**config.mk**
```make
export PLATFORM = sky130hd
export DESIGN_NAME = mem_cmd_encoder
export DESIGN_NICKNAME = d
export VERILOG_FILES = /design/src/rtl/mce_pkg.sv /design/src/rtl/mce_classify.sv /design/src/rtl/mce_port_ctl.sv /design/src/rtl/mem_cmd_encoder.sv
export SDC_FILE = /design/constraint.sdc
export NUM_CORES = 1
export LEC_CHECK = 0
export ABC_AREA = 1
export BUFFER_PORTS_ARGS = -buffer_cell sky130_fd_sc_hd__buf_2
export CORE_ASPECT_RATIO = 1.25
export CORE_UTILIZATION = 24
export DETAILED_ROUTE_END_ITERATION = 10
export PLACE_DENSITY_LB_ADDON = 0.08
export SETUP_SLACK_MARGIN = 0.4
export SKIP_CTS_REPAIR_TIMING = 1
export SYNTH_ARGS = -nofsm -noshare
export SYNTH_HDL_FRONTEND = slang
export SYNTH_SLANG_ARGS = --single-unit
```
**constraint.sdc**
```tcl
create_clock -name clk -period 0.8 [get_ports clk]
set_input_delay 0.04 -clock clk [delete_from_list [all_inputs] [get_ports clk]]
set_output_delay 0.04 -clock clk [all_outputs]
set_load 0.05 [all_outputs]
```
**src/rtl/mce_pkg.sv**
```systemverilog
// Package: command codes shared by the encoder modules.
// Assumes a 3-bit command field on the cache port.
package mce_pkg;
    localparam int CMD_W = 3;

    typedef enum logic [CMD_W-1:0] {
        CMD_READ        = 3'd0,
        CMD_WRITE       = 3'd1,
        CMD_LOAD_LOCKED = 3'd2,
        CMD_STORE_COND  = 3'd3,
        CMD_SWAP        = 3'd4
    } mem_cmd_t;
endpackage

```
**src/rtl/mce_classify.sv**
```systemverilog
// Module: mce_classify
// Combinational mapping of request type and attributes to a port command.
// It also marks store-conditionals and attaches compare data.
// Assumes attributes are only meaningful while a request is presented.
module mce_classify
    import mce_pkg::*;
#(
    parameter int DATA_W = 32
) (
    input  logic              is_write,
    input  logic              attr_linked,
    input  logic              attr_swap,
    input  logic              attr_cas,
    input  logic [DATA_W-1:0] wdata_in,
    input  logic [DATA_W-1:0] cmp_in,
    output mem_cmd_t          cmd,
    output logic              is_sc,
    output logic [DATA_W-1:0] wdata_out,
    output logic [DATA_W-1:0] extra_out,
    output logic              extra_en
);

    // Select the command: swap over store-conditional over plain write.
    always_comb begin
        if (!is_write) begin
            cmd = attr_linked ? CMD_LOAD_LOCKED : CMD_READ;
        end else if (attr_swap) begin
            cmd = CMD_SWAP;
        end else if (attr_linked) begin
            cmd = CMD_STORE_COND;
        end else begin
            cmd = CMD_WRITE;
        end
    end

    // Flag store-conditionals and attach compare data to CAS writes.
    always_comb begin
        is_sc     = is_write && attr_linked && !attr_swap;
        extra_en  = is_write && attr_cas;
        extra_out = extra_en ? cmp_in : '0;
        wdata_out = wdata_in;
    end

endmodule

```
**src/rtl/mce_port_ctl.sv**
```systemverilog
// Module: mce_port_ctl
// Issue control for a single-outstanding cache port. It owns the blocked
// flag and the pending flag, and it raises done/nack pulses.
// Assumes the port answers each accepted access with one port_resp pulse.
module mce_port_ctl (
    input  logic clk,
    input  logic rst_n,
    input  logic req_valid,
    input  logic is_sc,
    input  logic sc_fail,
    input  logic port_ready,
    input  logic port_retry,
    input  logic port_resp,
    output logic port_issue,
    output logic port_blocked,
    output logic acc_pending,
    output logic req_done,
    output logic req_nack,
    output logic sc_ok
);

    logic pend_is_sc;

    // Issue only when the slot is free, the port is open and the SC survives.
    always_comb begin
        port_issue = req_valid && !acc_pending && !port_blocked && !sc_fail;
    end

    // Track port state and emit one-cycle completion pulses.
    always_ff @(posedge clk) begin
        if (!rst_n) begin
            port_blocked <= 1'b0;
            acc_pending  <= 1'b0;
            pend_is_sc   <= 1'b0;
            req_done     <= 1'b0;
            req_nack     <= 1'b0;
            sc_ok        <= 1'b0;
        end else begin
            req_done <= 1'b0;
            req_nack <= 1'b0;
            sc_ok    <= 1'b0;
            if (port_retry) begin
                port_blocked <= 1'b0;
            end
            if (port_resp && acc_pending) begin
                acc_pending <= 1'b0;
                req_done    <= 1'b1;
                sc_ok       <= pend_is_sc;
            end
            if (req_valid) begin
                if (acc_pending) begin
                    req_nack <= 1'b1;
                end else if (sc_fail) begin
                    req_done <= 1'b1;
                end else if (port_blocked) begin
                    req_nack <= 1'b1;
                end else if (port_ready) begin
                    acc_pending  <= 1'b1;
                    pend_is_sc   <= is_sc;
                    port_blocked <= 1'b0;
                end else begin
                    port_blocked <= 1'b1;
                    req_nack     <= 1'b1;
                end
            end
        end
    end

    // a refused issue blocks the port and nacks the request.
    a_r8_refuse_blocks: assert property (@(posedge clk) disable iff (!rst_n)
        port_issue && !port_ready |=> port_blocked && req_nack && !acc_pending);

    // an accepted issue leaves an access pending with the port open.
    a_r10_accept_pending: assert property (@(posedge clk) disable iff (!rst_n)
        port_issue && port_ready |=> acc_pending && !port_blocked);

    // nothing is issued while the port is blocked.
    a_r9_no_issue_blocked: assert property (@(posedge clk) disable iff (!rst_n)
        port_blocked |-> !port_issue);

    // a second request while pending is nacked.
    a_r12_pending_nack: assert property (@(posedge clk) disable iff (!rst_n)
        req_valid && acc_pending |=> req_nack);

    // the result flag is only raised together with completion.
    a_r11_result_with_done: assert property (@(posedge clk) disable iff (!rst_n)
        sc_ok |-> req_done);

endmodule

```
**src/rtl/mem_cmd_encoder.sv**
```systemverilog
// Module: mem_cmd_encoder
// Top level. Encodes read/write requests with atomic attributes into cache
// port commands, drops failing store-conditionals, and handles the port's
// blocked/retry handshake. Assumes one request at most per cycle.
module mem_cmd_encoder
    import mce_pkg::*;
#(
    parameter int DATA_W = 32
) (
    input  logic              clk,
    input  logic              rst_n,
    input  logic              req_valid,
    input  logic              req_write,
    input  logic              req_linked,
    input  logic              req_swap,
    input  logic              req_cas,
    input  logic [DATA_W-1:0] req_wdata,
    input  logic [DATA_W-1:0] req_cmp,
    input  logic              rsv_valid,
    input  logic              port_ready,
    input  logic              port_retry,
    input  logic              port_resp,
    output logic              port_issue,
    output logic [CMD_W-1:0]  port_cmd,
    output logic [DATA_W-1:0] port_wdata,
    output logic [DATA_W-1:0] port_extra,
    output logic              port_extra_en,
    output logic              port_blocked,
    output logic              acc_pending,
    output logic              req_done,
    output logic              req_nack,
    output logic              sc_ok
);

    mem_cmd_t cmd;
    logic     is_sc;
    logic     sc_fail;

    mce_classify #(.DATA_W(DATA_W)) u_classify (
        .is_write    (req_write),
        .attr_linked (req_linked),
        .attr_swap   (req_swap),
        .attr_cas    (req_cas),
        .wdata_in    (req_wdata),
        .cmp_in      (req_cmp),
        .cmd         (cmd),
        .is_sc       (is_sc),
        .wdata_out   (port_wdata),
        .extra_out   (port_extra),
        .extra_en    (port_extra_en)
    );

    // A store-conditional whose reservation is lost is finished locally.
    always_comb begin
        sc_fail  = is_sc && !rsv_valid;
        port_cmd = cmd;
    end

    mce_port_ctl u_port_ctl (
        .clk          (clk),
        .rst_n        (rst_n),
        .req_valid    (req_valid),
        .is_sc        (is_sc),
        .sc_fail      (sc_fail),
        .port_ready   (port_ready),
        .port_retry   (port_retry),
        .port_resp    (port_resp),
        .port_issue   (port_issue),
        .port_blocked (port_blocked),
        .acc_pending  (acc_pending),
        .req_done     (req_done),
        .req_nack     (req_nack),
        .sc_ok        (sc_ok)
    );

    // a failing store-conditional on a free slot completes, with no access.
    a_r7_sc_fail_local: assert property (@(posedge clk) disable iff (!rst_n)
        req_valid && is_sc && !rsv_valid && !acc_pending
        |=> req_done && !sc_ok && !acc_pending);

    // a failing store-conditional never reaches the port.
    a_r7_sc_fail_no_issue: assert property (@(posedge clk) disable iff (!rst_n)
        req_valid && is_sc && !rsv_valid |-> !port_issue);

    // extra data is attached only to writes.
    a_r6_extra_writes_only: assert property (@(posedge clk) disable iff (!rst_n)
        port_extra_en |-> req_write);

endmodule

```
# --- Word level (Yosys, flattened, before mapping) ---
# Cells that the tools add are included.
totals:
  ff_bits: 6
  word_cells: 49
  output_inout_bits: 74
classes:
  n_mux: 24
  n_reduce_logical: 16
  n_bitwise: 3
op_table:
  columns: ["op", "n"]
  rows:
  - ["2-to-1 mux 32 bit", 1]
  - ["2-to-1 mux 1 bit", 19]
  - ["logical AND 1 bit", 8]
  - ["2-to-1 mux 3 bit", 2]
  - ["zero test 1 bit", 5]
  - ["AND reduction 5 bit", 1]
  - ["2-to-1 mux 2 bit", 2]
  - ["AND reduction 2 bit", 2]
  - ["NOT 1 bit", 3]

# --- Depth between registers and ports, before layout ---
# Gate-level depths: netlist (run 1).
logic_depth:
  depth_word: 7
  ltp_mapped: 7

# --- Cells and area by module ---
# From an unflattened synthesis (run 1), not the netlist that was laid out.
hier_totals:
  hier_cells: 146
  area_unflattened_um2: 887.1
by_module_without_submodules:
  columns: ["module", "cells_per_inst", "seq_area_each_um2", "area_each_um2", "n_inst"]
  rows:
  - ["mce_classify", 109, 0.0, 628.1, 1]
  - ["mce_port_ctl", 35, 120.1, 249.0, 1]
  - ["mem_cmd_encoder", 2, 0.0, 10.0, 1]

# --- Least setup slack after synthesis (run 1) ---
# No wires, ideal clock.
synth_path:
  path_kind: "register to output"
  startpoint: "register u_port_ctl.acc_pending"
  endpoint: "output port_issue"
  path_stages_with_launch: 2
  t_arrival_ns: 2.131
  path_slack_ns: -1.371
  path_cell_list: "dfxtp_1 > nor4_1"
synth_via:
  elab_chain_cells: 4
synth_lines:
  columns: ["item", "line", "source"]
  rows:
  - ["start, declared", "mce_port_ctl.sv:16", "output logic acc_pending,"]
  - ["start signal, assigned", "mce_port_ctl.sv:33", "acc_pending <= 1'b0;"]
  - ["start signal, assigned", "mce_port_ctl.sv:46", "acc_pending <= 1'b0;"]
  - ["start signal, assigned", "mce_port_ctl.sv:58", "acc_pending <= 1'b1;"]
  - ["zero test 1 bit", "mce_port_ctl.sv:26", "port_issue = req_valid && !acc_pending && !port_blocked && !sc_fail;"]
  - ["logical AND 1 bit (3 in series)", "mce_port_ctl.sv:26", null]
  - ["end, declared", "mem_cmd_encoder.sv:23", "output logic port_issue,"]
# No other way between the ends.

# --- Final worst setup path (run 1) ---
# Ends and elaborated chain as after synthesis.

==> key figures, run 1 <==
Place
  – Area post-placement: between 1000 and 1500 µm²
  – IO buf count: 84
  – HPWL after DPL: 2082 µm
  – Placed cells: about 240
  – Gpl congestion: 0.7069

Detailed routing
  – Vias: 1053
  – Via density: between 4 and 5
  – Routed length per instance: roughly 12 µm
  – Antenna viol nets, final: 0
  – DRC Markers: 0
  – DRT iter0 DRCs: 5
  – DRT Wirelength: 2912 µm
  – Initial DRT Pass Iterations: 2

Cells and area
  – # nets final: 289
  – Layout Cells excl Fill: 250
  – Ant diodes: 0
  – Layout Area Growth over Synthesis: 148.4%
  – Share of cells above drive strength 1: 75.59%
  – Cell area after layout: 2011 µm²

Clock tree
  – Clock-pin slew on the worst setup and hold paths: around 40 ps
  – Sink Count: 6
  – TritonCTS clock tree: done
  – Clock latency on the worst-skew pair: between 200 and 250 ps
  – CTS H-tree lvls: 1
  – CTS Buf Count: 3
  – Clk buf depth: 2
  – Root buffer cell: clkbuf_8

Synthesis
  – Syn. warnings: 0
  – Largest family of logic cells by synthesized area: buffers and inverters
  – Top cell type's share of synthesized area: 29.68%
  – Compound-cell area share of the yosys netlist: 3.091%
  – Synth Net Count: 221
  – Synth area leaders: buf_4, inv_1, nor2_1
  – Seq cells post-synth: 6
  – Post-Synth Adder-Cell Area: 0%
  – Cell variety after synth: 19
  – Simple-gate share of the synthesized area: 30.14%
  – Mean area per synthesized cell: approximately 5.5 µm²
  – Seq/Total Area, Yosys: 14.84%
  – Cell taking the most area after synthesis: buf_4
  – Mux cell area share after synthesis: 0%
  – Cell area after synthesis: between 800 and 900 µm²
  – Xor and xnor area share after synthesis: 0%
  – Synth Instances: 146

Run
  – Max Cap Violations: 0

Global routing
  – Global-route wire length before repair: 3608 µm
  – Largest net degree at the start of global routing: 18
  – Tot GR Track Use: 13.51%
  – Total global routing overflow: 0
  – Antenna violations before repair: 0
  – Vias in the first global route: 929

STA
  – Final setup viols: 9
  – Clock Skews: 2.720 ps
  – Slew HR: 84.65%
  – Worst-margin pin slew: 230.0 ps
  – Tmin final: 1086 ps
  – Max frequency: 920.8 MHz
  – Crit share post-route: 135.7%
  – Setup ws final: -286.0 ps
  – Final hold violations: 0
  – Final Max Tran Viols: 0
  – RSZ-0062 raised after global routing: yes

Floorplan
  – Starting Density: 25.12%
  – Die X: 53.95 µm
  – Die Height: 66.94 µm
  – Core ar.: around 3200 µm²
  – I/O pins: 149
  – Die area: 3611 µm²
  – Core Rows: 23

Pwr
  – Pleak: 1.018 nW
  – Worst vdd ir: around 0.00076 V
  – PwrDens: about 1000 nW/µm²

Setup path
  – Crit path max fanout: 3
  – Critical Path RT: ~760 ps
  – WP data arrival: 1050 ps
  – CP Launch Type: flop
  – Setup CP Type: reg -> out
  – CP endpoint kind: output port

Min path
  – Hold Path Class: in -> reg

Run status
  – Failing checks: setup timing
  – Run status: complete, but fails checks
where the power goes:
part | internal, mW | switching, mW
Clock | 0.345 | 0.154
Combinational | 0.497 | 0.673
Sequential | 0.306 | 0.0142
Total | 1.15 | 0.842
registers in the layout, summed over array words and instances, names as in the netlist:
name	count
u_port_ctl.pend_is_sc	1
u_port_ctl.port_blocked	1
u_port_ctl.req_nack	1
u_port_ctl.acc_pending	1
u_port_ctl.req_done	1
u_port_ctl.sc_ok	1
synthesized netlist by cell type:
library cell,count
o21ai_0,1
nor3_1,3
nand2_2,2
a21oi_1,1
buf_2,3
nand4_1,1
buf_4,32
nor2_1,36
nor2_2,2
nand2_1,8
dfxtp_1,6
a21oi_2,1
nor4_1,1
or2_2,1
nand3_1,1
inv_1,43
nand3b_1,2
inv_2,1
o22ai_1,1
per-layer routing:
| layer | GRT usage, % | vias up | share of wire (%) |
|---|---|---|---|
| li1 | - | 509 | - |
| met1 | 11.91 | 462 | 28 |
| met2 | 24.69 | 75 | 60 |
| met3 | 5.936 | 7 | 11 |
| met4 | 6.908 | 0 | 1.6 |
| met5 | 0 | - | 0 |
kinds of logic after synthesis:
kind of cell | Yosys count
AO/OA/AOI/OAI | 4
buffers and inverters | 79
flip-flops | 6
AND/OR/NAND/NOR | 57
stage by stage:
step / setup TNS, ps / util (%) / hold WS [ps] / worst slack, ps / power, mW
detailed placement: -3278 / 45.03 / 80.34 / -165.7 / 1.218
global route: -1653 / 62.38 / 42.12 / -315.2 / 2.097
finish: -1156 / 62.38 / 34.53 / -286.0 / 1.990
global placement: -3072 / 45.03 / 80.34 / -143.1 / 1.212
CTS: -4061 / 46.43 / 32.29 / -376.3 / 1.725
floorplan: -834.9 / - / 138.8 / -315.6 / 1.396
final timing paths:
check,depth (start not counted),slack [ps],end,start
setup / recovery,2,-290,port_issue,u_port_ctl.acc_pending
hold / removal,2,30,u_port_ctl.acc_pending,port_resp
setup reg to reg,7,-140,u_port_ctl.pend_is_sc,u_port_ctl.port_blocked
hold reg to reg,2,450,u_port_ctl.sc_ok,u_port_ctl.pend_is_sc
worst max-delay path: stages, from the launching register on:
cell     delay [ps]
dfxtp_4         350
nor4_4          280
buf_6           190
cell usage in the layout (no fill, tap or decap), types with 2 or more instances in the layout:
| cell | Yosys | layout |
|---|---|---|
| buf_2 | 3 | 41 |
| inv_1 | 43 | 39 |
| nor2_4 | 0 | 35 |
| buf_8 | 0 | 26 |
| buf_6 | 0 | 19 |
| buf_4 | 32 | 5 |
| dfxtp_4 | 0 | 5 |
| nand2_1 | 8 | 4 |
| nand2_2 | 2 | 4 |
| nor3_2 | 0 | 3 |
| clkbuf_8 | 0 | 3 |
| clkbuf_16 | 0 | 3 |
| buf_12 | 0 | 3 |
| clkinvlp_4 | 0 | 2 |
| nor2_2 | 2 | 2 |
| inv_2 | 1 | 2 |
| nand3b_1 | 2 | 2 |
cell type report:
type                       instances  area, µm²
multi-input combinational         61      595.6
tap                               37      46.29
inverter                          44      175.2
timing repair buffer              98       1010
clock buffer                       4      45.04
fill                             290       1212
sequential                         6      138.9
No activity file was read; power rests on OpenSTA's default activity.
==> inputs of run 2 (changes only) <==
--- a/config.mk
+++ b/config.mk
@@ -5,10 +5,9 @@
 export SDC_FILE = /design/constraint.sdc
 export NUM_CORES = 1
 export LEC_CHECK = 0
-export ABC_AREA = 1
 export BUFFER_PORTS_ARGS = -buffer_cell sky130_fd_sc_hd__buf_2
 export CORE_ASPECT_RATIO = 1.25
-export CORE_UTILIZATION = 24
+export CORE_UTILIZATION = 22
 export DETAILED_ROUTE_END_ITERATION = 10
 export PLACE_DENSITY_LB_ADDON = 0.08
 export SETUP_SLACK_MARGIN = 0.4
==> run 2 against run 1 <==
The run ends with hold timing, setup timing left. Setup slack lost 5.5 ps. Area after synthesis shrank 8.0%. First-iteration DRC count grew 120%. Final area shrank 3.3%. Non-clock buffer count grew 3. Largest power group unchanged. Via count shrank 7.8%.
==> key figures, run 2 <==
Run status
  – Run status: complete, but fails checks
  – Failing checks: hold timing, setup timing

Setup path
  – WP data arrival: 1050 ps (about the same)
  – Critical Path RT: 760 ps (about the same)
  – Setup CP Type: reg -> out
  – CP endpoint kind: output port
  – CP Launch Type: flop
  – Crit path max fanout: 3 (unchanged)

Cells and area
  – Multi-input combinational cell area: 560.5 µm² (-5.9%)
  – Layout Cells excl Fill: 204 (-18%)
  – Commonest non-fill, non-tap cell in the layout: buf_8
  – Layout Area Growth over Synthesis: 161.2%
  – Final core occ: 60.33% (-2.1 points)
  – Share of cells above drive strength 1: 89.22% (+14 points)
  – Most frequent cells in the layout: buf_8, buf_2, and3_4
  – Layout fillers: 246 (-15%)
  – Register Area: 136.4 µm² (-1.8%)
  – Ant diodes: 0 (unchanged)
  – # nets final: 244 (-16%)

Floorplan
  – Core Rows: 23 (unchanged)
  – Core ar.: 3223 µm² (unchanged)
  – Die Height: 67.04 µm (+0.16%)
  – I/O pins: 149 (unchanged)
  – Die X: 54.03 µm (+0.16%)
  – Die area: 3622 µm² (+0.31%)
  – Starting Density: 23.10% (-2.0 points)

Synthesis
  – Top cell type's share of synthesized area: 32.27% (+2.6 points)
  – Cell variety after synth: 20 (+1)
  – Synth Instances: 101 (-31%)
  – Seq/Total Area, Yosys: 16.13% (+1.3 points)
  – Number of synthesized flops with an enable pin: 0 (unchanged)
  – Synth area leaders: buf_4, and3_1, dfxtp_1
  – Syn. warnings: 0 (unchanged)
  – Synth Net Count: 176 (-20%)
  – Mean area per synthesized cell: 7.371 µm² (+33%)
  – Cell taking the most area after synthesis: buf_4
  – Synth cell count leaders: and3_1, buf_4, clkbuf_1, dfxtp_1, nand2_1
  – Cell area after synthesis: 744.5 µm² (-8.0%)
  – Post-synth top flop: dfxtp_1
  – Seq cells post-synth: 6 (unchanged)
  – Async set-reset flop share out of synthesis: 0% (unchanged)

Pwr
  – PwrDens: 986.3 nW/µm² (-0.33%)
  – Pleak: 0.9088 nW (-11%)
  – Pint: 1.211 mW (+5.5%)
  – Power, Total: 1.918 mW (-3.6%)
  – Power share of the sequential group: 16.7% (+0.6 points)
  – Share of total power in the clock network: 23.5% (-1.6 points)
  – Sw Share: 36.83% (-5.5 points)
  – Combinational group share of total power: 59.8% (+1.0 points)
  – Worst vdd ir: 0.0009051 V (+19%)
  – Psw: 0.7063 mW (-16%)

Global routing
  – Tot GR Track Use: 11.21% (-2.3 points)
  – Largest net degree at the start of global routing: 34 (+16)
  – Antenna violations before repair: 0 (unchanged)
  – Vias in the first global route: 729 (-22%)
  – Total global routing overflow: 0 (unchanged)
  – Global-route wire length before repair: 3029 µm (-16%)

Clock tree
  – CTS Buf Count: 3 (unchanged)
  – Clk buf depth: 2 (unchanged)
  – Clock-pin slew on the worst setup and hold paths: 40 ps (about the same)
  – CTS H-tree lvls: 1 (unchanged)
  – TritonCTS clock tree: done
  – Clock latency on the worst-skew pair: 220 ps (about the same)
  – Sink Count: 6 (unchanged)
  – Root buffer cell: clkbuf_8

STA
  – Tmin final: 1092 ps (+5.528 ps)
  – Crit share post-route: 136.4% (+0.69 points)
  – RSZ-0062 raised after global routing: yes
  – Max frequency: 916.1 MHz (-0.51%)
  – Slew HR: 86.82% (+2.2 points)
  – Clock Skews: 3.310 ps (+0.5894 ps)
  – Final hold violations: 1 (+1)
  – Worst-margin pin slew: 197.1 ps (-32.89 ps)
  – WHS: -11.51 ps (-46.03 ps)
  – Final Max Tran Viols: 0 (unchanged)
  – Final setup viols: 7 (-2)
  – Setup ws final: -291.5 ps (-5.528 ps)

Place
  – Placed cells: 190 (-21%)
  – Gpl congestion: 0.7296 (+3.2%)
  – IO buf count: 84 (unchanged)
  – HPWL after DPL: 1912 µm (-8.2%)
  – Pre-CTS setup slack: -184.5 ps (-18.80 ps)

Detailed routing
  – DRT Wirelength: 3237 µm (+11%)
  – DRC Markers: 0 (unchanged)
  – Via density: 4.760 (+13%)
  – DRT iter0 DRCs: 11 (+6)
  – Vias: 971 (-7.8%)
  – Routed length per instance: 15.87 µm (+36%)
  – Initial DRT Pass Iterations: 2 (unchanged)
  – Antenna viol nets, final: 0 (unchanged)

Min path
  – Hold Path Class: in -> reg

Run
  – Max Cap Violations: 0 (unchanged)
run 2: changes by cell type in the layout (fill, tap and decap cells not counted), sizes merged, moves of 2 or more:
cell / previous run / this run
nand2: 10 / 4
nor3: 3 / 0
inv: 42 / 0
nor2: 38 / 3
clkinvlp: 2 / 0
nand2b: 0 / 3
and3: 0 / 32
nor2b: 0 / 2
and2: 0 / 2
a21boi: 0 / 2
run 2: through the flow:
stage | setup TNS [ps] | area, µm²
2_1_floorplan | -526.5 | 1071
3_5_place_dp | -2296 | 1229
4_1_cts | -2933 | 1270
3_3_place_gp | -1889 | 1229
5_1_grt | -1313 | 1944
6_report | -976.3 | 1944
run 2: kinds of logic after synthesis:
group / Yosys count / share of synthesized area, %
buffers and inverters: 38 / 35.29
AO/OA/AOI/OAI: 4 / 3.866
AND/OR/NAND/NOR: 52 / 43.36
flip-flops: 6 / 16.14
multiplexers: 1 / 1.345
run 2: area by class of cell:
| cell class | instances | area share, % |
|---|---|---|
| sequential | 6 | 7.014 |
| tap | 37 | 2.381 |
| clock buffer | 3 | 2.124 |
| multi-input combinational | 57 | 28.83 |
| timing repair buffer | 101 | 59.65 |
run 2: path summary, 6_finish.rpt:
kind,depth (start not counted),slack [ps],to,startpoint
worst max-delay path,3,-290,port_issue,u_port_ctl.acc_pending
worst min-delay path,2,-10,u_port_ctl.port_blocked,port_retry
worst max register to register,3,-240,u_port_ctl.req_done,u_port_ctl.acc_pending
worst min register to register,2,460,u_port_ctl.pend_is_sc,u_port_ctl.pend_is_sc
run 2: metal layers:
metal	wire [µm]	GRT usage (%)	up-vias
met5	0	0	-
met4	38	6.731	0
met3	311	4.338	8
met2	1938	20.06	73
met1	949	10.24	436
li1	-	-	454
run 2: power by group through the flow:
| stage | combinational (mW) | sequential (mW) | clock, mW |
|---|---|---|---|
| 2_1_floorplan | 0.983 | 0.359 | 0 |
| 3_3_place_gp | 0.776 | 0.321 | 0 |
| 3_5_place_dp | 0.782 | 0.321 | 0 |
| 4_1_cts | 0.783 | 0.317 | 0.468 |
| 5_1_grt | 1.20 | 0.322 | 0.485 |
| 6_report | 1.15 | 0.320 | 0.451 |
run 2: critical path: stages, from the launching register on:
cell	delay (ps)
dfxtp_4	340
nand3b_1	210
nor2_4	110
buf_6	160
==> inputs of run 3 (changes only) <==
--- a/config.mk
+++ b/config.mk
@@ -9,8 +9,9 @@
 export CORE_ASPECT_RATIO = 1.25
 export CORE_UTILIZATION = 22
 export DETAILED_ROUTE_END_ITERATION = 10
+export HOLD_SLACK_MARGIN = 0.08
 export PLACE_DENSITY_LB_ADDON = 0.08
-export SETUP_SLACK_MARGIN = 0.4
+export SETUP_SLACK_MARGIN = 0.05
 export SKIP_CTS_REPAIR_TIMING = 1
 export SYNTH_ARGS = -nofsm -noshare
 export SYNTH_HDL_FRONTEND = slang
==> run 3 against run 2 <==
Sequential cell count unchanged. Sequential power increased by 1%. Highest routed layer unchanged. The run ends with setup timing left. Combinational power fell by 29%.
==> key figures, run 3 (same netlist as run 2, synthesis figures left out) <==
Run status
  – Run status: complete, but fails checks
  – Failing checks: setup timing

Cells and area
  – Commonest non-fill, non-tap cell in the layout: buf_2
  – Register Area: 131.4 µm² (-3.7%)
  – Layout Area Growth over Synthesis: 78.15%
  – Most frequent cells in the layout: buf_2, and3_1, buf_4
  – Share of cells above drive strength 1: 67.08% (-22 points)
  – Final core occ: 41.15% (-19 points)
  – Ant diodes: 0 (unchanged)
  – Multi-input combinational cell area: 396.6 µm² (-29%)
  – Layout fillers: 334 (+36%)
  – # nets final: 237 (-2.9%)

Global routing
  – Antenna violations before repair: 0 (unchanged)
  – Global-route wire length before repair: 3443 µm (+14%)
  – Total global routing overflow: 0 (unchanged)
  – Vias in the first global route: 833 (+14%)
  – Tot GR Track Use: 12.95% (+1.7 points)
  – Largest net degree at the start of global routing: 25 (-26%)

Detailed routing
  – Initial DRT Pass Iterations: 4 (+2)
  – Vias: 940 (-3.2%)
  – Antenna viol nets, final: 0 (unchanged)
  – DRT Wirelength: 2553 µm (-21%)
  – DRC Markers: 0 (unchanged)
  – DRT iter0 DRCs: 17 (+6)
  – Routed length per instance: 12.89 µm (-19%)
  – Via density: 4.747 (-0.26%)

Setup path
  – Depth of the most critical reg-to-reg path: 3 (unchanged)
  – Crit path max fanout: 2 (-1)
  – CP endpoint kind: output port
  – RR Startpoint: u_port_ctl.acc_pending
  – R2R Setup Slk: -280 ps (-40 ps)
  – WP data arrival: 1080 ps (+30 ps)
  – Worst Setup SP: u_port_ctl.acc_pending
  – Reg-to-reg critical path endpoint: u_port_ctl.req_done
  – Setup CP Type: reg -> out
  – Critical Path RT: 760 ps (about the same)
  – CP Launch Type: flop
  – Crit path capture: port_issue

Floorplan
  – Die X: 54.03 µm (unchanged)
  – Starting Density: 23.10% (unchanged)
  – Core ar.: 3223 µm² (unchanged)
  – Core Rows: 23 (unchanged)
  – I/O pins: 149 (unchanged)
  – Die area: 3622 µm² (unchanged)
  – Die Height: 67.04 µm (unchanged)

Min path
  – Hold Path Class: in -> reg

Run
  – Max Cap Violations: 0 (unchanged)

Clock tree
  – CTS Buf Count: 3 (unchanged)
  – Sink Count: 6 (unchanged)
  – Root buffer cell: clkbuf_8
  – TritonCTS clock tree: done
  – CTS H-tree lvls: 1 (unchanged)
  – Clock-pin slew on the worst setup and hold paths: 40 ps (about the same)
  – Clk buf depth: 2 (unchanged)
  – Clock latency on the worst-skew pair: 240 ps (+20 ps)

Pwr
  – Worst vdd ir: 0.0008203 V (-9.4%)
  – Pleak: 0.7844 nW (-14%)
  – PwrDens: 1250 nW/µm² (+27%)

Place
  – HPWL after DPL: 1906 µm (-0.31%)
  – IO buf count: 84 (unchanged)
  – Gpl congestion: 0.6790 (-6.9%)

STA
  – Clock Skews: 9.455 ps (+6.146 ps)
  – RSZ-0062 raised after global routing: yes
  – Fin Setup TNS: -1271 ps (-295.0 ps)
  – Setup ws final: -315.9 ps (-24.39 ps)
  – Slew HR: 83.44% (-3.4 points)
  – Final setup viols: 9 (+2)
  – Crit share post-route: 139.5% (+3.0 points)
  – Worst-margin pin slew: 250.1 ps (+52.92 ps)
  – Final Max Tran Viols: 0 (unchanged)
  – Tmin final: 1116 ps (+24.39 ps)
  – Max frequency: 896.1 MHz (-2.2%)
  – Final hold violations: 0 (-1)
## run 3: cell types whose count changed in the layout (fill, tap and decap cells not counted), sizes merged
cell | before | now
buf | 96 | 79
dlygate4sd3 | 0 | 2
clkbuf | 8 | 17
## run 3: worst max-delay path, stage by stage, from the launching register on
cell      delay [ps]
dfxtp_4          330
nand3b_1         210
nor2_4           150
buf_8            150
## run 3: metal layers
metal | part of all wire, % | track usage, % | wire, µm
met1 | 34 | 11.90 | 861
met3 | 16 | 8.676 | 411
met2 | 48 | 20.68 | 1235
met5 | 0 | 0 | 0
met4 | 1.7 | 7.692 | 44
## run 3: area by class of cell
class	count	area share, %
multi-input combinational	57	29.91
tap	37	3.491
timing repair buffer	94	53.30
clock buffer	4	3.396
sequential	6	9.906
## run 3: worst min path at each step
stage                   from                       to  slack [ps]  cells after the start
6_report           port_resp      u_port_ctl.req_done          80                      3
5_1_grt        req_wdata[30]           port_wdata[30]          80                      0
4_1_cts           port_retry  u_port_ctl.port_blocked         -10                      2
3_5_place_dp   req_wdata[10]           port_wdata[10]          80                      0
3_3_place_gp   req_wdata[10]           port_wdata[10]          80                      0
2_1_floorplan     port_retry  u_port_ctl.port_blocked         130                      1
## run 3: per-stage QoR
stage               hold slack [ps]  power (mW)  cell area [µm²]  setup slack [ps]  cells
global placement              80.34       1.025             1054            -171.0    190
finish                        78.41       1.658             1326            -315.9    198
CTS                          -13.46       1.533             1099            -401.9    194
detailed placement            80.34       1.029             1054            -194.9    190
global route                  80.29       1.726             1326            -345.1    198
floorplan                     128.5       1.214            779.5            -147.8    101
## run 3: power by group
| part | internal [mW] | total, mW | switching (mW) | leakage, nW |
|---|---|---|---|---|
| registers | 0.311 | 0.324 | 0.0137 | 0.0517 |
| clock network | 0.346 | 0.515 | 0.169 | 0.0228 |
| logic | 0.334 | 0.819 | 0.485 | 0.710 |
| total | 0.991 | 1.66 | 0.667 | 0.784 |
